==> src/rtl/cpl_chk_pkg.sv <==
package cpl_chk_pkg;

    localparam int DW_W  = 32;
    localparam int TAG_W = 8;
    localparam int BC_W  = 12;
    localparam int ST_W  = 3;
    localparam int IDX_W = 2;

    typedef enum logic [1:0] {
        RES_OK        = 2'b00,
        RES_NOT_FOUND = 2'b01,
        RES_MALFORMED = 2'b10
    } cpl_res_e;

    typedef enum logic [1:0] {
        ST_IDLE    = 2'd0,
        ST_HUNT    = 2'd1,
        ST_COLLECT = 2'd2
    } cpl_state_e;

    typedef struct packed {
        logic [ST_W-1:0] status;
        logic [BC_W-1:0] bcnt;
    } cpl_hdr1_t;

    function automatic cpl_hdr1_t hdr1_fields(input logic [DW_W-1:0] w);
        cpl_hdr1_t r;
        r.status = w[15:13];
        r.bcnt   = w[11:0];
        return r;
    endfunction

    function automatic logic [TAG_W-1:0] tag_field(input logic [DW_W-1:0] w);
        return w[15:8];
    endfunction

    // Verdict precedence: length, then tag, then status.
    function automatic cpl_res_e judge(input logic short_pkt, input logic tag_ok,
                                       input logic [ST_W-1:0] status);
        if (short_pkt)       return RES_MALFORMED;
        if (!tag_ok)         return RES_MALFORMED;
        if (status != '0)    return RES_NOT_FOUND;
        return RES_OK;
    endfunction

endpackage

==> src/rtl/cpl_hdr_latch.sv <==
module cpl_hdr_latch
    import cpl_chk_pkg::*;
(
    input  logic             clk,
    input  logic             rst,
    input  logic             clr,
    input  logic             ld_hdr1,
    input  logic             ld_hdr2,
    input  logic [DW_W-1:0]  word_i,
    output cpl_hdr1_t        hdr1_o,
    output logic [TAG_W-1:0] tag_o
);
    always_ff @(posedge clk) begin
        if (rst || clr) begin
            hdr1_o <= '0;
            tag_o  <= '0;
        end else begin
            if (ld_hdr1) hdr1_o <= hdr1_fields(word_i);
            if (ld_hdr2) tag_o  <= tag_field(word_i);
        end
    end
endmodule

==> config.mk <==
export PLATFORM = sky130hd
export DESIGN_NAME = cpl_hdr_latch
export DESIGN_NICKNAME = d
export VERILOG_FILES = /design/src/rtl/cpl_chk_pkg.sv /design/src/rtl/cpl_hdr_latch.sv
export SDC_FILE = /design/constraint.sdc
export NUM_CORES = 1
export LEC_CHECK = 0
export BUFFER_PORTS_ARGS = -buffer_cell sky130_fd_sc_hd__buf_2
export CAP_MARGIN = 20
export CORE_AREA = 3 3 49 85
export DETAILED_ROUTE_END_ITERATION = 12
export DIE_AREA = 0 0 52 88
export MAX_ROUTING_LAYER = met4
export SYNTH_ARGS = -nofsm -noshare
export SYNTH_HDL_FRONTEND = slang
export SYNTH_SLANG_ARGS = --single-unit
==> constraint.sdc <==
create_clock -name clk -period 0.8 [get_ports clk]
set_input_delay 0.08 -clock clk [delete_from_list [all_inputs] [get_ports clk]]
set_output_delay 0.08 -clock clk [all_outputs]
set_load 0.02 [all_outputs]
# After elaboration in Yosys (flattened, before gate mapping)
# Cells that the tools add are included.
[totals]
reg_bits = 23
in_bits = 37
output_inout_bits = 23
elab_cells = 4
[op_classes]
reduce_logical = 1
[op_table]
columns = ["operator", "count"]
rows = [
  ["logical OR 1 bit", 1],
]

# Depth between registers and ports, before layout
# Gate-level depths: netlist (run 1).
[depth]
depth_word = 1
mapped_depth = 4
ltp_nobuf = 2

# Worst setup path after synthesis (run 1)
# OpenSTA, ideal clock, no wires.
[synth_path]
path_type = "input to register"
from = "input ld_hdr1"
to = "register hdr1_o[10] (netlist name)"
setup_time_ps = 114
t_arrival_ps = 594
t_required_ps = 686
slack_ps = 92
path_stages = 4
n_path_buf = 2
cell_sequence = "buf_4 -> buf_6 -> mux2i_1 -> nor2_1"
[synth_lines]
columns = ["item", "line_no", "rtl"]
rows = [
  ["start: declaration", "cpl_hdr_latch.sv:7", "input logic ld_hdr1,"],
  ["end signal: assignment", "cpl_hdr_latch.sv:18", "if (ld_hdr1) hdr1_o <= hdr1_fields(word_i);"],
  ["end: declaration", "cpl_hdr_latch.sv:10", "output cpl_hdr1_t hdr1_o,"],
]

# Worst setup path after layout (run 1)
[layout_path]
from = "register hdr1_o[13] (netlist name)"
to = "output hdr1_o[13] (netlist name)"
# No word-level cell between the ends.

==> results.sh, run 1 <==
export IMPL_cap_viol_max_count=0
export IMPL_rows=29
export IMPL_drtIter0Drc=2
export IMPL_synth_area_per_cell_um2=11.56
export IMPL_grt_max_degree=24
export IMPL_hold_slack_ns=0.06317
export IMPL_leakagePower_uw=0.0006473
export IMPL_cp_required_ns=0.72
export IMPL_critPathMaxFanout=2
export IMPL_worst_hold_startpoint="word_i[0]"
export IMPL_boundaryPins=60
export IMPL_outcome="completed"
export IMPL_p_per_area_nw_per_um2=1642
export IMPL_via_per_inst=4.047
export IMPL_ys_warn_count=0
export IMPL_finalSetupViolCount=0
export IMPL_path_class="flop to output port"
export IMPL_cp_start_kind="flop"
export IMPL_stdcell_area_um2=1380
export IMPL_syn_area_um2=878.3
export IMPL_routed_wl_mm=1.978
export IMPL_drive_gt1_share_pct=70.16
export IMPL_post_place_cells=163
export IMPL_drv_slew=0
export IMPL_synth_nets=113
export IMPL_grt_pass1_wl_mm=3.070
export IMPL_crit_path_top_delay_cell="dfxtp_2"
export IMPL_clock_latency_ns=0.25
export IMPL_fin_cells=170
export IMPL_syn_inst=76
export IMPL_tritoncts="built"
export IMPL_fin_crit_ns=0.7910
export IMPL_clock_path_buffers=2
export IMPL_dp_hpwl_mm=1.476
export IMPL_grt_usage_pct=9.088
export IMPL_synth_mux_area_share_pct=26.21
export IMPL_nNetsFinal=162
export IMPL_diodes=0
export IMPL_fin_crit_sh_pct=98.88
export IMPL_relSlewSlack_pct=80.78
export IMPL_antenna_found_initial=0
export IMPL_ir_worst_vdd_mv=0.8866
export IMPL_seq_area_frac_synth_pct=52.42
export IMPL_ys_seq_elements=23
export IMPL_fmax_ghz=1.264
export IMPL_r2r_start="tag_o[3]"
export IMPL_die_w_um=52
export IMPL_cts_htree_levels=1
export IMPL_initial_core_util_pct=24.45
export IMPL_rsz0062_at_grt="true"
export IMPL_die_height_um=88
export IMPL_grt_remaining_overflow=0
export IMPL_yosys_area_share_simple_pct=13.39
export IMPL_dpl_instance_area_um2=1136
export IMPL_synth_xor_area_share_pct=0
export IMPL_first_pass_iters=3
export IMPL_fin_skew_ns=0
export IMPL_ys_types=10
export IMPL_crit_path_cell_trace="buf_6"
export IMPL_num_vias=688
export IMPL_crit_arrival_ns=0.71
export IMPL_n_fill_cell=347
export IMPL_critPathLaunch="hdr1_o[13]"
export IMPL_route_detailed_drc=0
export IMPL_clock_root_buffer="clkbuf_8"
export IMPL_post_drt_wl_per_cell_um=11.64
export IMPL_core_um2=3592
export IMPL_cts_num_sinks=23
export IMPL_synth_adder_area_share_pct=0
export IMPL_path_delay_family="flip-flops"
export IMPL_tightest_slew_ns=0.2884
export IMPL_clk_pin_slew_ns=0.08
export IMPL_grt_pass1_vias=701
export IMPL_cts_buffers_inserted=3
export IMPL_synth_top_family_by_area="multiplexers"
export IMPL_synth_compound_area_share_pct=0
export IMPL_final_cell_mix="dfxtp_2 (23), buf_6 (23), mux2i_1 (22)"
export IMPL_gp_congestion=0.6090
export IMPL_path_buf_inv=1
export IMPL_post_route_util_pct=38.42
export IMPL_area_growth_pct=57.12
export IMPL_hold_path_class="primary input to flop"
export IMPL_hold_viol=0
export IMPL_worstSetupEndpointType="output port"
export IMPL_ant_nets=0
export IMPL_cp_slowest_stage_delay_ns=0.34
export IMPL_p_total_uw=2265
export IMPL_portBuffers=43
export IMPL_fp_dieArea_um2=4576
[cell families after synthesis]
kind of cell	Yosys count
muxes	23
buffers and inverters	6
DFF	23
and+or+nand+nor	24
[flip-flops by register name (all words and copies together), names as in the netlist]
register / flops
hdr1_o: 15
tag_o: 8
[report_power, final]
group | switching (uW) | total, uW | internal [uW]
Clock | 330 | 684 | 354
Sequential | 25.0 | 1210 | 1190
Combinational | 171 | 368 | 196
[stage by stage]
stage | setup WS, ns | TNS [ns]
2_1_floorplan | 0.09153 | 0
3_3_place_gp | 0.02300 | 0
3_5_place_dp | -0.01164 | -0.01251
4_1_cts | -0.005441 | -0.02909
5_1_grt | -0.02736 | -0.4364
6_report | 0.008956 | 0
[worst paths after layout]
path | endpoint | slack, ns | depth (start not counted)
max | hdr1_o[13] | 0.009 | 1
min | hdr1_o[0] | 0.06 | 3
max reg2reg | tag_o[3] | 0.04 | 3
min reg2reg | hdr1_o[10] | 0.50 | 2
[layout make-up]
class	instances	area, um^2	share of cell area, %
Sequential cell	23	489.2	35.45
Multi-Input combinational cell	47	351.6	25.48
Clock buffer	4	45.04	3.264
Tap cell	46	57.56	4.170
Timing Repair Buffer	50	436.7	31.64
[cell usage after synthesis (all sizes together)]
master,number,area share [%]
buf,6,8.0
nor2,23,13
or2,1,0.71
dfxtp,23,52
mux2i,23,26
[metal layers]
layer / GRT usage [%] / vias to the layer above / routed length, um
met5: - / - / 0
li1: - / 347 / -
met3: 2.385 / 0 / 148
met1: 9.271 / 309 / 767
met4: 2.864 / 0 / 0
met2: 16.38 / 32 / 1062
[repair_timing]
| action | CTS | global route |
|---|---|---|
| endpoints found under the setup margin | 23 | 24 |
| buffers inserted | 2 | 1 |
| gates resized for setup | 69 | 1 |
| hold buffers | 0 | 0 |
No activity file was read; power rests on OpenSTA's default activity.
==> run 2, diff against run 1 <==
- CORE_AREA: 3 3 49 85 -> 3 3 64 66
- DIE_AREA: 0 0 52 88 -> 0 0 67 69
==> results.sh, run 2 (synthesized netlist as in run 1, its figures left out) <==
export IMPL_outcome="completed"
export IMPL_swShare_pct=23.39
export IMPL_hold_path_class="primary input to flop"
export IMPL_leakagePower_uw=0.0006602
export IMPL_tightest_slew_ns=0.1847
export IMPL_fp_dieArea_um2=4623
export IMPL_die_height_um=69
export IMPL_dpl_instance_area_um2=1144
export IMPL_p_per_area_nw_per_um2=1628
export IMPL_p_total_uw=2278
export IMPL_clk_pin_slew_ns=0.08
export IMPL_clock_root_buffer="clkbuf_8"
export IMPL_path_buf_inv=1
export IMPL_tritoncts="built"
export IMPL_drtIter0Drc=15
export IMPL_rows=22
export IMPL_cp_slowest_stage_delay_ns=0.34
export IMPL_switchingPower_uw=532.9
export IMPL_post_drt_wl_per_cell_um=10.66
export IMPL_post_route_util_pct=38.50
export IMPL_boundaryPins=60
export IMPL_largest_reg_flops=15
export IMPL_r2r_end="hdr1_o[4]"
export IMPL_cp_start_kind="flop"
export IMPL_drive_gt1_share_pct=69.60
export IMPL_ir_worst_vdd_mv=0.4957
export IMPL_area_growth_pct=59.26
export IMPL_route_detailed_drc=0
export IMPL_cts_num_sinks=23
export IMPL_combPwrFrac_pct=16.3
export IMPL_worst_path_stages=1
export IMPL_seq_power_share_pct=53.3
export IMPL_cts_buffers_inserted=3
export IMPL_p_int_uw=1745
export IMPL_dp_hpwl_mm=1.348
export IMPL_post_place_cells=164
export IMPL_path_delay_family="flip-flops"
export IMPL_drv_slew=0
export IMPL_crit_path_cell_trace="buf_6"
export IMPL_core_um2=3633
export IMPL_nNetsFinal=163
export IMPL_worst_hold_startpoint="word_i[5]"
export IMPL_gp_congestion=0.6390
export IMPL_finalSetupViolCount=0
export IMPL_grt_pass1_wl_mm=3.042
export IMPL_diodes=0
export IMPL_cp_required_ns=0.72
export IMPL_clock_path_buffers=2
export IMPL_path_class="flop to output port"
export IMPL_fin_crit_sh_pct=98.82
export IMPL_reg_top3="hdr1_o (15), tag_o (8)"
export IMPL_n_fill_cell=365
export IMPL_relSlewSlack_pct=87.34
export IMPL_crit_arrival_ns=0.71
export IMPL_rsz0062_at_grt="true"
export IMPL_multiInputGateArea_um2=347.8
export IMPL_r2r_start="hdr1_o[4]"
export IMPL_first_pass_iters=2
export IMPL_regMostFlops="hdr1_o"
export IMPL_initial_core_util_pct=24.17
export IMPL_rrSetupSlack_ns=0.06
export IMPL_hold_path_depth=3
export IMPL_whs_endpoint="hdr1_o[5]"
export IMPL_cts_htree_levels=1
export IMPL_hold_viol=0
export IMPL_clock_power_share_pct=30.4
export IMPL_stdcell_area_um2=1399
export IMPL_seq_area_um2=489.2
export IMPL_clock_latency_ns=0.25
export IMPL_fmax_ghz=1.265
export IMPL_final_cell_mix="mux2i_1 (23), dfxtp_2 (23), buf_6 (23)"
export IMPL_tns_ns=0
export IMPL_crit_path_top_delay_cell="dfxtp_2"
export IMPL_grt_remaining_overflow=0
export IMPL_via_per_inst=3.988
export IMPL_ctsHoldBuffers=0
export IMPL_cap_viol_max_count=0
export IMPL_critPathMaxFanout=2
export IMPL_grt_usage_pct=8.555
export IMPL_die_w_um=67
export IMPL_portBuffers=43
export IMPL_fin_crit_ns=0.7905
export IMPL_antenna_found_initial=0
export IMPL_r2r_cells=3
export IMPL_routed_wl_mm=1.845
export IMPL_worstSetupEndpointType="output port"
export IMPL_fin_skew_ns=0
export IMPL_num_vias=690
export IMPL_fin_cells=173
export IMPL_grt_max_degree=24
export IMPL_ant_nets=0
export IMPL_grt_pass1_vias=667
## run 2: cell types whose count changed in the layout (fill, tap and decap cells not counted)
cell | before | now
buf_12 | 2 | 3
mux2i_1 | 22 | 23
mux2i_2 | 1 | 0
## run 2: power groups by stage
stage               clock network, uW  logic [uW]  registers, uW
finish                            692         372           1210
global route                      800         404           1220
CTS                               743         371           1210
detailed placement                  0         323           1230
global placement                    0         316           1220
floorplan                           0         163           1270
## run 2: worst max path at each step
stage               slack (ns)          to       start
global route             -0.03  hdr1_o[14]  hdr1_o[14]
finish                   0.009   hdr1_o[0]   hdr1_o[0]
CTS                     -0.004   hdr1_o[9]   hdr1_o[9]
global placement          0.04   hdr1_o[9]         clr
floorplan                 0.09  hdr1_o[10]     ld_hdr1
detailed placement        0.02   hdr1_o[6]         clr
## run 2: worst reg2reg max path: stages (launching register included)
cell     delay, ns
dfxtp_2       0.33
buf_4         0.12
mux2i_1       0.13
nor2_1        0.05
## run 2: cell type report
type | instances | share of cell area [%]
Clock buffer | 4 | 3.220
Tap cell | 48 | 4.293
Sequential cell | 23 | 34.97
Multi-Input combinational cell | 47 | 24.87
Timing Repair Buffer | 51 | 32.65
## run 2: metal layers
layer	share of wire, %	track usage, %	vias to the layer above
met4	0	2.027	0
met2	50	13.97	27
met1	42	10.25	319
met5	0	-	-
li1	-	-	344
met3	7.8	2.443	0
## run 2: repair_timing
action / CTS / global route
setup buffers: 2 / 3
gates resized for setup: 69 / 0
setup endpoints to repair: 23 / 23
## run 2: stage by stage
stage                     hold slack [ns]  setup WS, ns
after floorplan                    0.2272       0.09153
after global placement             0.3185       0.04253
after detailed placement           0.3315       0.02429
after global routing              0.06216      -0.03170
after CTS                         0.05408     -0.004237
final                             0.06132      0.009463
